<file path="src/rtl/via_irq_pkg.sv">
package via_irq_pkg;

  localparam int FLAG_W   = 7;
  localparam int IDX_W    = 4;

  localparam int BIT_SR   = 2;
  localparam int BIT_T2   = 5;
  localparam int BIT_T1   = 6;

  localparam logic [IDX_W-1:0] IDX_T1_LO  = 4'd4;
  localparam logic [IDX_W-1:0] IDX_T1_HI  = 4'd5;
  localparam logic [IDX_W-1:0] IDX_T1_LHI = 4'd7;
  localparam logic [IDX_W-1:0] IDX_T2_LO  = 4'd8;
  localparam logic [IDX_W-1:0] IDX_SHIFT  = 4'd10;
  localparam logic [IDX_W-1:0] IDX_FLAGS  = 4'd13;
  localparam logic [IDX_W-1:0] IDX_ENABLE = 4'd14;

  localparam logic [FLAG_W-1:0] IRQ_LINE_MASK =
    FLAG_W'((1 << BIT_SR) | (1 << BIT_T1));

  // Enable-mask update under the set/clear convention carried in bit 7.
  function automatic logic [FLAG_W-1:0] fn_enable_next(
    input logic [FLAG_W-1:0] cur,
    input logic [7:0]        wd
  );
    if (wd[7]) return cur | wd[FLAG_W-1:0];
    else       return cur & ~wd[FLAG_W-1:0];
  endfunction

  // Any flag that is both raised and enabled.
  function automatic logic fn_pending(
    input logic [FLAG_W-1:0] flags,
    input logic [FLAG_W-1:0] en
  );
    return |(flags & en);
  endfunction

  // Per-bit flag update: the set pulse wins over the clear request.
  function automatic logic fn_flag_next(
    input logic cur,
    input logic set_req,
    input logic clr_req
  );
    return set_req | (cur & ~clr_req);
  endfunction

  // Read-data selection for the two registers owned by this unit.
  function automatic logic [7:0] fn_read_mux(
    input logic [IDX_W-1:0]  idx,
    input logic [FLAG_W-1:0] flags,
    input logic [FLAG_W-1:0] en
  );
    logic [7:0] r;
    r = 8'h00;
    if (idx == IDX_FLAGS)  r = {fn_pending(flags, en), flags};
    if (idx == IDX_ENABLE) r = {1'b1, en};
    return r;
  endfunction

endpackage

</file>
<file path="src/rtl/via_reg_decode.sv">
module via_reg_decode
  import via_irq_pkg::*;
#(
  parameter int ADDR_W  = 16,
  parameter int IDX_LSB = 9
) (
  input  logic [ADDR_W-1:0] addr,
  input  logic              rd,
  input  logic              wr,
  output logic [IDX_W-1:0]  idx,
  output logic              rd_t1_lo,
  output logic              rd_t2_lo,
  output logic              rd_shift,
  output logic              wr_t1_high,
  output logic              wr_flags,
  output logic              wr_enable
);

  // The full address is kept only for the index slice below.
  logic [ADDR_W-1:0] unused_addr;
  assign unused_addr = addr;

  assign idx = addr[IDX_LSB +: IDX_W];

  // Access events that carry side effects, brought out by name.
  assign rd_t1_lo   = rd && (idx == IDX_T1_LO);
  assign rd_t2_lo   = rd && (idx == IDX_T2_LO);
  assign rd_shift   = rd && (idx == IDX_SHIFT);
  assign wr_t1_high = wr && ((idx == IDX_T1_HI) || (idx == IDX_T1_LHI));
  assign wr_flags   = wr && (idx == IDX_FLAGS);
  assign wr_enable  = wr && (idx == IDX_ENABLE);

endmodule

</file>
<file path="src/rtl/via_flag_bank.sv">
module via_flag_bank
  import via_irq_pkg::*;
(
  input  logic              clk,
  input  logic              rst_n,
  input  logic [FLAG_W-1:0] set_vec,
  input  logic [FLAG_W-1:0] clr_vec,
  output logic [FLAG_W-1:0] flags_q
);

  for (genvar i = 0; i < FLAG_W; i++) begin : g_flag
    always_ff @(posedge clk or negedge rst_n) begin
      if (!rst_n) flags_q[i] <= 1'b0;
      else        flags_q[i] <= fn_flag_next(flags_q[i], set_vec[i], clr_vec[i]);
    end

    // a set pulse is never lost to a simultaneous clear
    a_r11_set_wins: assert property (@(posedge clk) disable iff (!rst_n)
      set_vec[i] |=> flags_q[i]);

    // a raised flag holds until something clears it
    a_r3_flag_holds: assert property (@(posedge clk) disable iff (!rst_n)
      (flags_q[i] && !clr_vec[i]) |=> flags_q[i]);

    // a clear request without a set drops the flag
    a_r4_clear_drops: assert property (@(posedge clk) disable iff (!rst_n)
      (clr_vec[i] && !set_vec[i]) |=> !flags_q[i]);
  end

endmodule

</file>
<file path="src/rtl/via_enable_mask.sv">
module via_enable_mask
  import via_irq_pkg::*;
(
  input  logic              clk,
  input  logic              rst_n,
  input  logic              wr_enable,
  input  logic [7:0]        wdata,
  output logic [FLAG_W-1:0] en_q
);

  always_ff @(posedge clk or negedge rst_n) begin
    if (!rst_n)         en_q <= '0;
    else if (wr_enable) en_q <= fn_enable_next(en_q, wdata);
  end

  // set form leaves every selected bit enabled
  a_r5_set_form: assert property (@(posedge clk) disable iff (!rst_n)
    (wr_enable && wdata[7]) |=>
      ((en_q & $past(wdata[FLAG_W-1:0])) == $past(wdata[FLAG_W-1:0])));

  // clear form leaves every selected bit disabled
  a_r5_clear_form: assert property (@(posedge clk) disable iff (!rst_n)
    (wr_enable && !wdata[7]) |=> ((en_q & $past(wdata[FLAG_W-1:0])) == '0));

  // no enable write, no change
  a_r12_enable_stable: assert property (@(posedge clk) disable iff (!rst_n)
    !wr_enable |=> $stable(en_q));

endmodule

</file>
<file path="src/rtl/via_irq_unit.sv">
module via_irq_unit
  import via_irq_pkg::*;
#(
  parameter int ADDR_W  = 16,
  parameter int IDX_LSB = 9
) (
  input  logic              clk,
  input  logic              rst_n,
  input  logic [ADDR_W-1:0] bus_addr,
  input  logic              bus_rd,
  input  logic              bus_wr,
  input  logic [7:0]        bus_wdata,
  output logic [7:0]        bus_rdata,
  input  logic              ev_t1_set,
  input  logic              ev_t2_set,
  input  logic              ev_sr_set,
  output logic              irq_o
);

  logic [IDX_W-1:0]  idx;
  logic              rd_t1_lo, rd_t2_lo, rd_shift;
  logic              wr_t1_high, wr_flags, wr_enable;
  logic [FLAG_W-1:0] set_vec, side_clr, clr_vec;
  logic [FLAG_W-1:0] flags_q, en_q;
  logic              pending;

  via_reg_decode #(
    .ADDR_W  (ADDR_W),
    .IDX_LSB (IDX_LSB)
  ) u_decode (
    .addr       (bus_addr),
    .rd         (bus_rd),
    .wr         (bus_wr),
    .idx        (idx),
    .rd_t1_lo   (rd_t1_lo),
    .rd_t2_lo   (rd_t2_lo),
    .rd_shift   (rd_shift),
    .wr_t1_high (wr_t1_high),
    .wr_flags   (wr_flags),
    .wr_enable  (wr_enable)
  );

  always_comb begin
    set_vec          = '0;
    set_vec[BIT_T1]  = ev_t1_set;
    set_vec[BIT_T2]  = ev_t2_set;
    set_vec[BIT_SR]  = ev_sr_set;

    side_clr         = '0;
    side_clr[BIT_T1] = rd_t1_lo | wr_t1_high;
    side_clr[BIT_T2] = rd_t2_lo;
    side_clr[BIT_SR] = rd_shift;

    clr_vec = side_clr | (wr_flags ? bus_wdata[FLAG_W-1:0] : '0);
  end

  via_flag_bank u_flags (
    .clk     (clk),
    .rst_n   (rst_n),
    .set_vec (set_vec),
    .clr_vec (clr_vec),
    .flags_q (flags_q)
  );

  via_enable_mask u_enable (
    .clk       (clk),
    .rst_n     (rst_n),
    .wr_enable (wr_enable),
    .wdata     (bus_wdata),
    .en_q      (en_q)
  );

  assign pending   = fn_pending(flags_q, en_q);
  assign bus_rdata = fn_read_mux(idx, flags_q, en_q);
  assign irq_o     = |(flags_q & en_q & IRQ_LINE_MASK);

  // enable register reads with bit 7 high
  a_r7_enable_read_msb: assert property (@(posedge clk) disable iff (!rst_n)
    (bus_rd && idx == IDX_ENABLE) |-> bus_rdata[7]);

  // summary bit is low when nothing enabled is pending
  a_r6_summary_low: assert property (@(posedge clk) disable iff (!rst_n)
    (bus_rd && idx == IDX_FLAGS && !pending) |-> !bus_rdata[7]);

  // without a shift or first-timer flag the line stays low
  a_r8_line_quiet: assert property (@(posedge clk) disable iff (!rst_n)
    (!flags_q[BIT_SR] && !flags_q[BIT_T1]) |-> !irq_o);

  // an enabled first-timer flag raises the line
  a_r8_line_t1: assert property (@(posedge clk) disable iff (!rst_n)
    (flags_q[BIT_T1] && en_q[BIT_T1]) |-> irq_o);

  // reading the first-timer low byte clears its flag
  a_r9_t1_read_clear: assert property (@(posedge clk) disable iff (!rst_n)
    (bus_rd && idx == IDX_T1_LO && !ev_t1_set) |=> !flags_q[BIT_T1]);

  // writing a first-timer high byte clears its flag
  a_r10_t1_high_clear: assert property (@(posedge clk) disable iff (!rst_n)
    (bus_wr && (idx == IDX_T1_HI || idx == IDX_T1_LHI) && !ev_t1_set)
      |=> !flags_q[BIT_T1]);

  // other registers read as zero
  a_r12_other_reads_zero: assert property (@(posedge clk) disable iff (!rst_n)
    (bus_rd && idx != IDX_FLAGS && idx != IDX_ENABLE) |-> (bus_rdata == 8'h00));

endmodule

</file>
<file path="config.mk">
export PLATFORM = sky130hd
export DESIGN_NAME = via_irq_unit
export DESIGN_NICKNAME = d
export VERILOG_FILES = /design/src/rtl/via_irq_pkg.sv /design/src/rtl/via_reg_decode.sv /design/src/rtl/via_flag_bank.sv /design/src/rtl/via_enable_mask.sv /design/src/rtl/via_irq_unit.sv
export SDC_FILE = /design/constraint.sdc
export NUM_CORES = 1
export LEC_CHECK = 0
export BUFFER_PORTS_ARGS = -buffer_cell sky130_fd_sc_hd__buf_2
export CAP_MARGIN = 10
export CORE_AREA = 3 3 48 50
export DETAILED_ROUTE_END_ITERATION = 8
export DIE_AREA = 0 0 51 53
export PLACE_DENSITY_LB_ADDON = 0.1
export SKIP_LAST_GASP = 1
export SYNTH_ARGS = -nofsm -noshare
export SYNTH_HDL_FRONTEND = slang
export SYNTH_HIERARCHICAL = 1
export SYNTH_SLANG_ARGS = --single-unit
</file>
<file path="constraint.sdc">
create_clock -name clk -period 1.91 [get_ports clk]
set_input_delay 0.573 -clock clk [delete_from_list [all_inputs] [get_ports clk]]
set_output_delay 0.573 -clock clk [all_outputs]
set_load 0.05 [all_outputs]
</file>
# After elaboration in Yosys (flattened, before gate mapping)
# Cells that the tools add are included.
# Widths: inputs -> output; s select.
# totals
reg_bits,14
out_inout_bits,9
# classes
muxes,4
n_eq_ne,7
bitwise_logic,23
n_reduce_logical,9
# ops
op,n
$eq 4x4->1 const B,4
$mux 8,2
$and 7x7->7,2
$mux 7,2
$or 7x7->7,2
$eq 4x3->1 const B,3
$and 1x1->1,7
$not 1->1,7
$not 7->7,1
$reduce_or 7->1,1
$logic_and 1x1->1,6
$or 1x1->1,4
$reduce_or 2->1,1
$logic_or 1x1->1,1

# Depth between registers and ports, before layout
# Gate-level depths: netlist of run 1.
# depth
word_depth,8
mapped_depth,5
ltp_nobuf,5

# Modules after synthesis
# Netlist of run 1, hierarchy kept.
# by_module_without_submodules
module,area_per_inst_um2,instances,cells_each
via_enable_mask,280.3,1,21
via_flag_bank,254.0,1,21
via_irq_unit,212.7,1,33
via_reg_decode,102.6,1,14

# Least setup slack after synthesis of run 1
# No wires, ideal clock.
# synth_timing
path_type,in2out
start,input port bus_addr[9]
end,output port bus_rdata[7]
setup_slack_ns,-0.472
required_time_ns,1.337
t_arrival_ns,1.809
cell_stages,5
n_path_buf,2
path_cell_list,buf_4 -> and2b_1 -> buf_4 -> o21bai_1 -> a21oi_1
# synth_between
elab_chain_cells,3
elab_cells_between_ends,4
# synth_lines
element,line_no,rtl
start: declaration,via_irq_unit.sv:9,"input logic [ADDR_W-1:0] bus_addr,"
$eq 4x4->1,via_irq_pkg.sv:55,"if (idx == IDX_FLAGS) r = {fn_pending(flags, en), flags};"
$mux 8,via_irq_pkg.sv:55,
$mux 8 *,via_irq_pkg.sv:56,"if (idx == IDX_ENABLE) r = {1'b1, en};"
end: declaration,via_irq_unit.sv:13,"output logic [7:0] bus_rdata,"
# Every way passes the cells marked *; elsewhere a longest branch is shown, timed or not.

# Worst setup path after layout of run 1
# layout_timing
start,register u_flags.flags_q[5]
end,output port bus_rdata[7]
# layout_between
elab_chain_cells,4
# layout_lines
element,line_no,rtl
start: declaration,via_flag_bank.sv:8,output logic [FLAG_W-1:0] flags_q
start signal: indexed assignment,via_flag_bank.sv:14,"else flags_q[i] <= fn_flag_next(flags_q[i], set_vec[i], clr_vec[i]);"
$and 7x7->7,via_irq_pkg.sv:35,return |(flags & en);
$reduce_or 7->1,via_irq_pkg.sv:35,
$mux 8,via_irq_pkg.sv:55,
$mux 8,via_irq_pkg.sv:56,
# Every way passes these cells.

==> results of run 1 <==
worst reg2reg max path, cell delays in order (launching register included):
cell,delay (ps)
dfrtp_1,390
buf_4,140
mux2_1,290
power by group through the flow:
stage / combinational [uW] / sequential, uW / clock (uW)
floorplan: 161 / 354 / 0
global placement: 235 / 359 / 0
detailed placement: 239 / 361 / 0
CTS: 272 / 359 / 231
global route: 299 / 363 / 241
finish: 278 / 359 / 221
stage by stage:
stage | hold slack, ps | instances | setup slack [ps] | util, %
finish | 168 | 160 | -115 | 70.4
global route | 164 | 160 | -199 | 70.4
CTS | 162 | 159 | -145 | 69.8
detailed placement | 486 | 153 | -179 | 61.7
global placement | 487 | 153 | -172 | 61.7
floorplan | 277 | 92 | -21.2 | -
how the worst max path moves through the flow:
stage,startpoint,end,slack [ps],cells after the start
floorplan,bus_addr[9],bus_rdata[7],-20,5
global placement,bus_addr[10],bus_rdata[6],-170,6
detailed placement,bus_addr[10],bus_rdata[2],-180,6
CTS,u_flags/flags_q[5],bus_rdata[7],-150,5
global route,u_flags/flags_q[5],bus_rdata[7],-200,5
finish,u_flags/flags_q[5],bus_rdata[7],-110,5
Yosys cell counts:
| library cell | n |
|---|---|
| nand2b_1 | 1 |
| buf_2 | 1 |
| conb_1 | 1 |
| and2b_1 | 1 |
| a211oi_2 | 1 |
| a21oi_1 | 1 |
| nor2b_1 | 1 |
| a22oi_1 | 7 |
| o21bai_1 | 1 |
| mux2_1 | 7 |
| nor2_1 | 9 |
| a21o_1 | 9 |
| nand3_1 | 1 |
| nand3b_1 | 2 |
| buf_4 | 5 |
| nand2_1 | 8 |
| and4b_2 | 1 |
| a22o_1 | 2 |
| nor3_1 | 1 |
| a221oi_1 | 1 |
| nor3b_2 | 1 |
| and2_1 | 4 |
| dfrtp_1 | 14 |
| nor3_2 | 1 |
| inv_1 | 7 |
| a211o_1 | 1 |
cells by family after synthesis:
kind of cell | after synthesis | share of synthesized area, %
AO/OA/AOI/OAI | 23 | 21.2
other | 1 | 0.441
multiplexers | 7 | 9.28
AND/OR/NAND/NOR | 31 | 19.7
buffers and inverters | 13 | 8.10
flip-flops | 14 | 41.2
placed cells by master, fill, tap and decap left out, drive strengths merged:
cell type  netlist  routed
a221oi           1       1
and2b            1       1
dfrtp           14      14
nand3b           2       2
and4b            1       1
a22o             2       2
a211o            1       1
nor3             2       2
clkbuf           0       4
a21o             9       9
a211oi           1       1
nand2            8       8
nor2             9       9
mux2             7       7
nor2b            1       1
a21oi            1       1
inv              7       7
nand2b           1       1
nor3b            1       1
conb             1       4
and2             4       4
buf              6      43
a22oi            7       7
nand3            1       1
o21bai           1       1
what timing repair did:
item	CTS	global route
buffers inserted	2	1
pin swaps	11	1
resized for setup	28	1
endpoints found under the setup margin	8	8
final cells by class:
cell class	count	area share (%)
Clock buffer	4	2.66
Inverter	7	1.92
Multi-Input combinational cell	65	41.4
Sequential cell	14	25.6
Tap cell	27	2.47
Timing Repair Buffer	43	25.9
layer usage:
metal	wire length [um]	GRT usage [%]	vias up
met1	945	21.8	384
met4	24	6.73	0
met5	0	0	-
met2	1060	29.2	15
li1	-	-	390
met3	82	3.66	4
==> metrics.cfg, run 1 <==
[run_status]
status=finished with violations
violations=negative setup slack

[cts]
cts_hold_buf=0
cts_buffers=3
cts.clk_slew.worst_paths_ps=100
cts_max_level=1
ctsRootBufferMaster=clkbuf_4
cts_tree=yes
clock_sink_count=14
clock_latency_ps=280
clockBufferDepth=2

[logic_synthesis]
syn-cell-area_sq_um=850
yosysTopAreaCell=dfrtp_1
ys_seq_area_share_pct=41.2
synth_top_area_share_pct=41.2
synth_area_per_cell_sq_um=9.55
synth_area_leaders=dfrtp_1 41%, mux2_1 9.3%, a21o_1 8.0%
yosysWarnings=6
ys_ff_latch=14
ys_types=26
synthCells=89

[power]
switchingPower_uw=280
p_int_uw=578
switching_share_pct=32.6
seq_power_share_pct=41.9
ir_drop_mv=0.413
p_comb_share_pct=32.4
pwr-share-clk_pct=25.8
leakagePower_uw=0.000591
finalPower_uw=858
p_per_area_mw_per_mm2=628

[floorplanning]
row_count=16
die_h_um=53
die_area_sq_mm=0.00270
core_sq_mm=0.00194
pin_count=40
initial_core_util_pct=43.8
fp.dieW_um=51

[timing]
setup_slack_ps=-115
finalSetupViolCount=8
skew_ps=0
fmax_mhz=494
hold_viol=0
layout_min_cycle_time_ps=2020
drv_slew=0
rsz0062_at_grt=yes
tns_ps=-260
min_period_over_period_pct=106

[global_routing]
grt_antenna_before_repair=0
grt_max_degree=15
grt_pass1_vias=752
overflow=0
grt_usage_pct=17.4
grt_pass1_wl_um=3380

[worst_hold_path]
min_path_type=input port to asynchronous set/reset pin

[layout]
drive_gt1_share_pct=51.9
area_growth_pct=60.8
fillerInstances=159
nets=165
antennaDiodeCount=0
seq_area_sq_um=350
fin_area_sq_mm=0.00137
multi_input_area_sq_um=566

[route]
wire_per_inst_um=13.2
via_per_inst=4.96
vias=793
ant_nets=0
drc_errors=0
dr.pass1.iters=1
first_iter_violations=0
totalWireLength_um=2110

[critical_path]
max_stage_delay_ps=380
cp-end-kind=output port
criticalPathCategory=flip-flop to output port
crit_buf_inv=2
worst_ep_required_time_ps=1340
critPathLaunchType=flip-flop
arrival_ps=1450
path_cells=a22o_1 > a221oi_2 > buf_4 > a21oi_4 > buf_6
ff2ff_setup_slack_ps=970
crit_family=compound AO/OA/AOI/OAI gates
path_max_fanout=2
cp_slowest_cell=dfrtp_1
r2r.worst_path.cells=2

[placement]
io_buffer_count=27
hpwlAfterDp_um=1540
dpl_cell_area_sq_mm=0.00120
gp_congestion=0.805

[run]
maxCapViolations=0

Power figures use the tool's default switching activity.
==> inputs of run 2 (changes only) <==
--- a/config.mk
+++ b/config.mk
@@ -7,12 +7,10 @@
 export LEC_CHECK = 0
 export BUFFER_PORTS_ARGS = -buffer_cell sky130_fd_sc_hd__buf_2
 export CAP_MARGIN = 10
-export CORE_AREA = 3 3 48 50
+export CORE_AREA = 3 3 47 49
 export DETAILED_ROUTE_END_ITERATION = 8
-export DIE_AREA = 0 0 51 53
+export DIE_AREA = 0 0 50 52
 export PLACE_DENSITY_LB_ADDON = 0.1
-export SKIP_LAST_GASP = 1
 export SYNTH_ARGS = -nofsm -noshare
 export SYNTH_HDL_FRONTEND = slang
-export SYNTH_HIERARCHICAL = 1
 export SYNTH_SLANG_ARGS = --single-unit
==> run 2 against run 1 <==
Net effect: the flow still finishes with violations (negative setup slack); global-route usage grew 1.2 points; sequential share of layout area increased by 2.2 points; wire length is 5.1% higher; clock power shrank 21%; clock-buffer cell count down 1; die area decreased by 3.8%; power decreased by 11%; via count decreased by 2.0%; register-to-register slack gained 40 ps; combinational power shrank 16%; highest routed layer unchanged.
==> metrics.cfg, run 2 <==
[run_status]
status=finished with violations  ; unchanged
violations=negative setup slack  ; unchanged

[logic_synthesis]
synth_commonest_cells=14 x dfrtp_1, 10 x nand3_1, 9 x a22oi_1, 7 x nor2_1, 6 x mux2_2  ; was 14 x dfrtp_1, 9 x a21o_1, 9 x nor2_1, 8 x nand2_1
yosysMostFrequentCell=dfrtp_1  ; unchanged
yosysWarnings=0  ; was 6
synthFlopType=dfrtp_1  ; unchanged
synthCells=75  ; was 89
ys_seq_area_share_pct=43.7  ; was 41.2%
synthArstFlopShare_pct=100  ; unchanged
synth_area_leaders=dfrtp_1 44%, a22oi_1 8.4%, mux2_2 8.4%  ; was dfrtp_1 41%, mux2_1 9.3%, a21o_1 8.0%
synth_top_area_share_pct=43.7  ; was 41.2%
yosysTopAreaCell=dfrtp_1  ; unchanged
ys_ff_latch=14  ; unchanged
syn-cell-area_sq_um=802  ; was 850 sq um
synth_area_per_cell_sq_um=10.7  ; was 9.55 sq um
ys_types=25  ; was 26
syn_nets=106
synth-edff-count=0  ; unchanged

[critical_path]
arrival_ps=1560  ; was 1450 ps
path_max_fanout=3  ; was 2
critPathLaunchType=flip-flop  ; unchanged
max_stage_delay_ps=410  ; was 380 ps
cp-end-kind=output port  ; unchanged
criticalPathCategory=flip-flop to output port  ; unchanged
cp_slowest_cell=dfrtp_1  ; unchanged
endpoint=bus_rdata[7]  ; unchanged
ff2ff_setup_slack_ps=1010  ; was 970 ps
worst_ep_required_time_ps=1340  ; about the same
path_cells=a222oi_1 > a31oi_1 > o21ba_4 > buf_6  ; was a22o_1 > a221oi_2 > buf_4 > a21oi_4 > buf_6
r2r.worst_path.cells=2  ; unchanged

[route]
totalWireLength_um=2220  ; was 2110 um
via_per_inst=5.43  ; was 4.96
first_iter_violations=12  ; was 0
vias=777  ; was 793
dr.pass1.iters=4  ; was 1
wire_per_inst_um=15.5  ; was 13.2 um
ant_nets=0  ; unchanged
drc_errors=0  ; unchanged

[power]
switchingPower_uw=252  ; was 280 uW
seq_power_share_pct=46.7  ; was 41.9%
p_comb_share_pct=30.6  ; was 32.4%
switching_share_pct=32.9  ; was 32.6%
pwr-share-clk_pct=22.7  ; was 25.8%
p_per_area_mw_per_mm2=608  ; was 628 mW/mm^2
leakagePower_uw=0.000532  ; was 0.000591 uW
ir_drop_mv=0.430  ; was 0.413 mV
p_int_uw=513  ; was 578 uW

[timing]
fmax_mhz=470  ; was 494 MHz
drv_slew=0  ; unchanged
skew_ps=0  ; unchanged
hold_viol=0  ; unchanged
setup_slack_ps=-219  ; was -115 ps
min_period_over_period_pct=111  ; was 106%
holdWs_ps=171  ; was 168 ps
worst_pin_slew_ps=334
tns_ps=-615  ; was -260 ps
layout_min_cycle_time_ps=2130  ; was 2020 ps
maxSlewHeadroom_pct=77.7
rsz0062_at_grt=yes  ; unchanged
finalSetupViolCount=8  ; unchanged

[layout]
antennaDiodeCount=0  ; unchanged
final_cell_mix=17 x buf_2, 14 x dfrtp_1, 14 x buf_6  ; was 17 x buf_2, 14 x dfrtp_1, 13 x buf_4
mostFrequentLayoutCell=buf_2  ; unchanged
area_growth_pct=56.9  ; was 60.8%
drive_gt1_share_pct=63.8  ; was 51.9%
nets=149  ; was 165

[global_routing]
grt_usage_pct=18.6  ; was 17.4%
grt_pass1_vias=762  ; was 752
overflow=0  ; unchanged
grt_antenna_before_repair=0  ; unchanged
grt_pass1_wl_um=3570  ; was 3380 um
grt_max_degree=15  ; unchanged

[cts]
clockBufferDepth=2  ; unchanged
clock_sink_count=14  ; unchanged
cts.clk_slew.worst_paths_ps=90  ; was 100 ps
cts_max_level=1  ; unchanged
ctsRootBufferMaster=clkbuf_4  ; unchanged
clock_latency_ps=290  ; was 280 ps
cts_tree=yes  ; unchanged
cts_buffers=3  ; unchanged

[placement]
io_buffer_count=27  ; unchanged
hpwlAfterDp_um=1570  ; was 1540 um
gp_congestion=0.716  ; was 0.805

[run]
maxCapViolations=0  ; unchanged

[floorplanning]
row_count=16  ; unchanged
die_area_sq_mm=0.00260  ; was 0.00270 sq mm
pin_count=40  ; unchanged
initial_core_util_pct=42.2  ; was 43.8%
core_sq_mm=0.00190  ; was 0.00194 sq mm
die_h_um=52  ; was 53 um
fp.dieW_um=50  ; was 51 um

[worst_hold_path]
min_path_type=input port to asynchronous set/reset pin  ; unchanged

==> run 2: changes by cell type after synthesis, moves of 3 or more <==
| cell | change |
|---|---|
| a21o_1 | -9 |
| nand3_1 | +9 |
| mux2_1 | -7 |
| inv_1 | -6 |
| mux2_2 | +6 |
| nand2_1 | -6 |
| buf_4 | -5 |
| a21boi_0 | +4 |
| a31o_2 | +3 |
==> run 2: cell families after synthesis <==
| logic type | count (synthesis) | synth area share [%] |
|---|---|---|
| flops | 14 | 43.7 |
| mux | 7 | 10.3 |
| buf+inv | 5 | 6.40 |
| compound gates | 20 | 19.3 |
| simple gates | 29 | 20.3 |
==> run 2: per-layer routing <==
layer / global-route usage [%] / routed length [um] / part of all wire (%)
met1: 22.4 / 925 / 42
met2: 32.4 / 1180 / 53
met3: 2.87 / 81 / 3.7
met4: 8.29 / 29 / 1.3
met5: 0 / 0 / 0
==> run 2: metrics by stage <==
step / instances / power, uW / utilization (%) / cell area, sq um / worst slack [ps]
6_report: 143 / 765 / 66.2 / 1260 / -219
5_1_grt: 143 / 814 / 66.2 / 1260 / -351
4_1_cts: 143 / 763 / 65.3 / 1240 / -231
3_5_place_dp: 139 / 566 / 58.0 / 1100 / -205
3_3_place_gp: 139 / 559 / 58.0 / 1100 / -194
2_1_floorplan: 75 / 487 / - / 863 / -13.0
==> run 2: worst min-delay path by stage <==
stage	startpoint	cells past startpoint	slack, ps	end
2_1_floorplan	rst_n	0	280	asynchronous set/reset pin
3_3_place_gp	rst_n	1	490	asynchronous set/reset pin
3_5_place_dp	rst_n	1	500	asynchronous set/reset pin
4_1_cts	rst_n	1	190	asynchronous set/reset pin
5_1_grt	rst_n	1	180	asynchronous set/reset pin
6_report	rst_n	1	170	asynchronous set/reset pin
==> run 2: power groups by stage <==
stage          clock (uW)  combinational [uW]  sequential, uW
2_1_floorplan           0                 137             351
3_3_place_gp            0                 204             356
3_5_place_dp            0                 207             359
4_1_cts               176                 231             357
5_1_grt               200                 252             362
6_report              174                 234             357
==> run 2: critical path, delay by kind of cell (launching register included) <==
kind                   cells  cell delay [ps]
flip-flops                 1              410
AO/OA/AOI/OAI              3              720
buffers and inverters      1              150
==> run 2: final cells by class <==
| type | instances | area, sq um |
|---|---|---|
| inverter | 1 | 3.75 |
| clock buffer | 3 | 22.5 |
| tap | 27 | 33.8 |
| fill | 174 | 643 |
| timing repair buffer | 42 | 345 |
| sequential | 14 | 350 |
| multi-input combinational | 56 | 503 |
==> run 2: timing repair <==
item,in CTS,in global routing
gates resized for setup,30,5
setup buffers,1,0
setup endpoints to repair,8,8
pin swaps,9,3
hold buffers,0,0
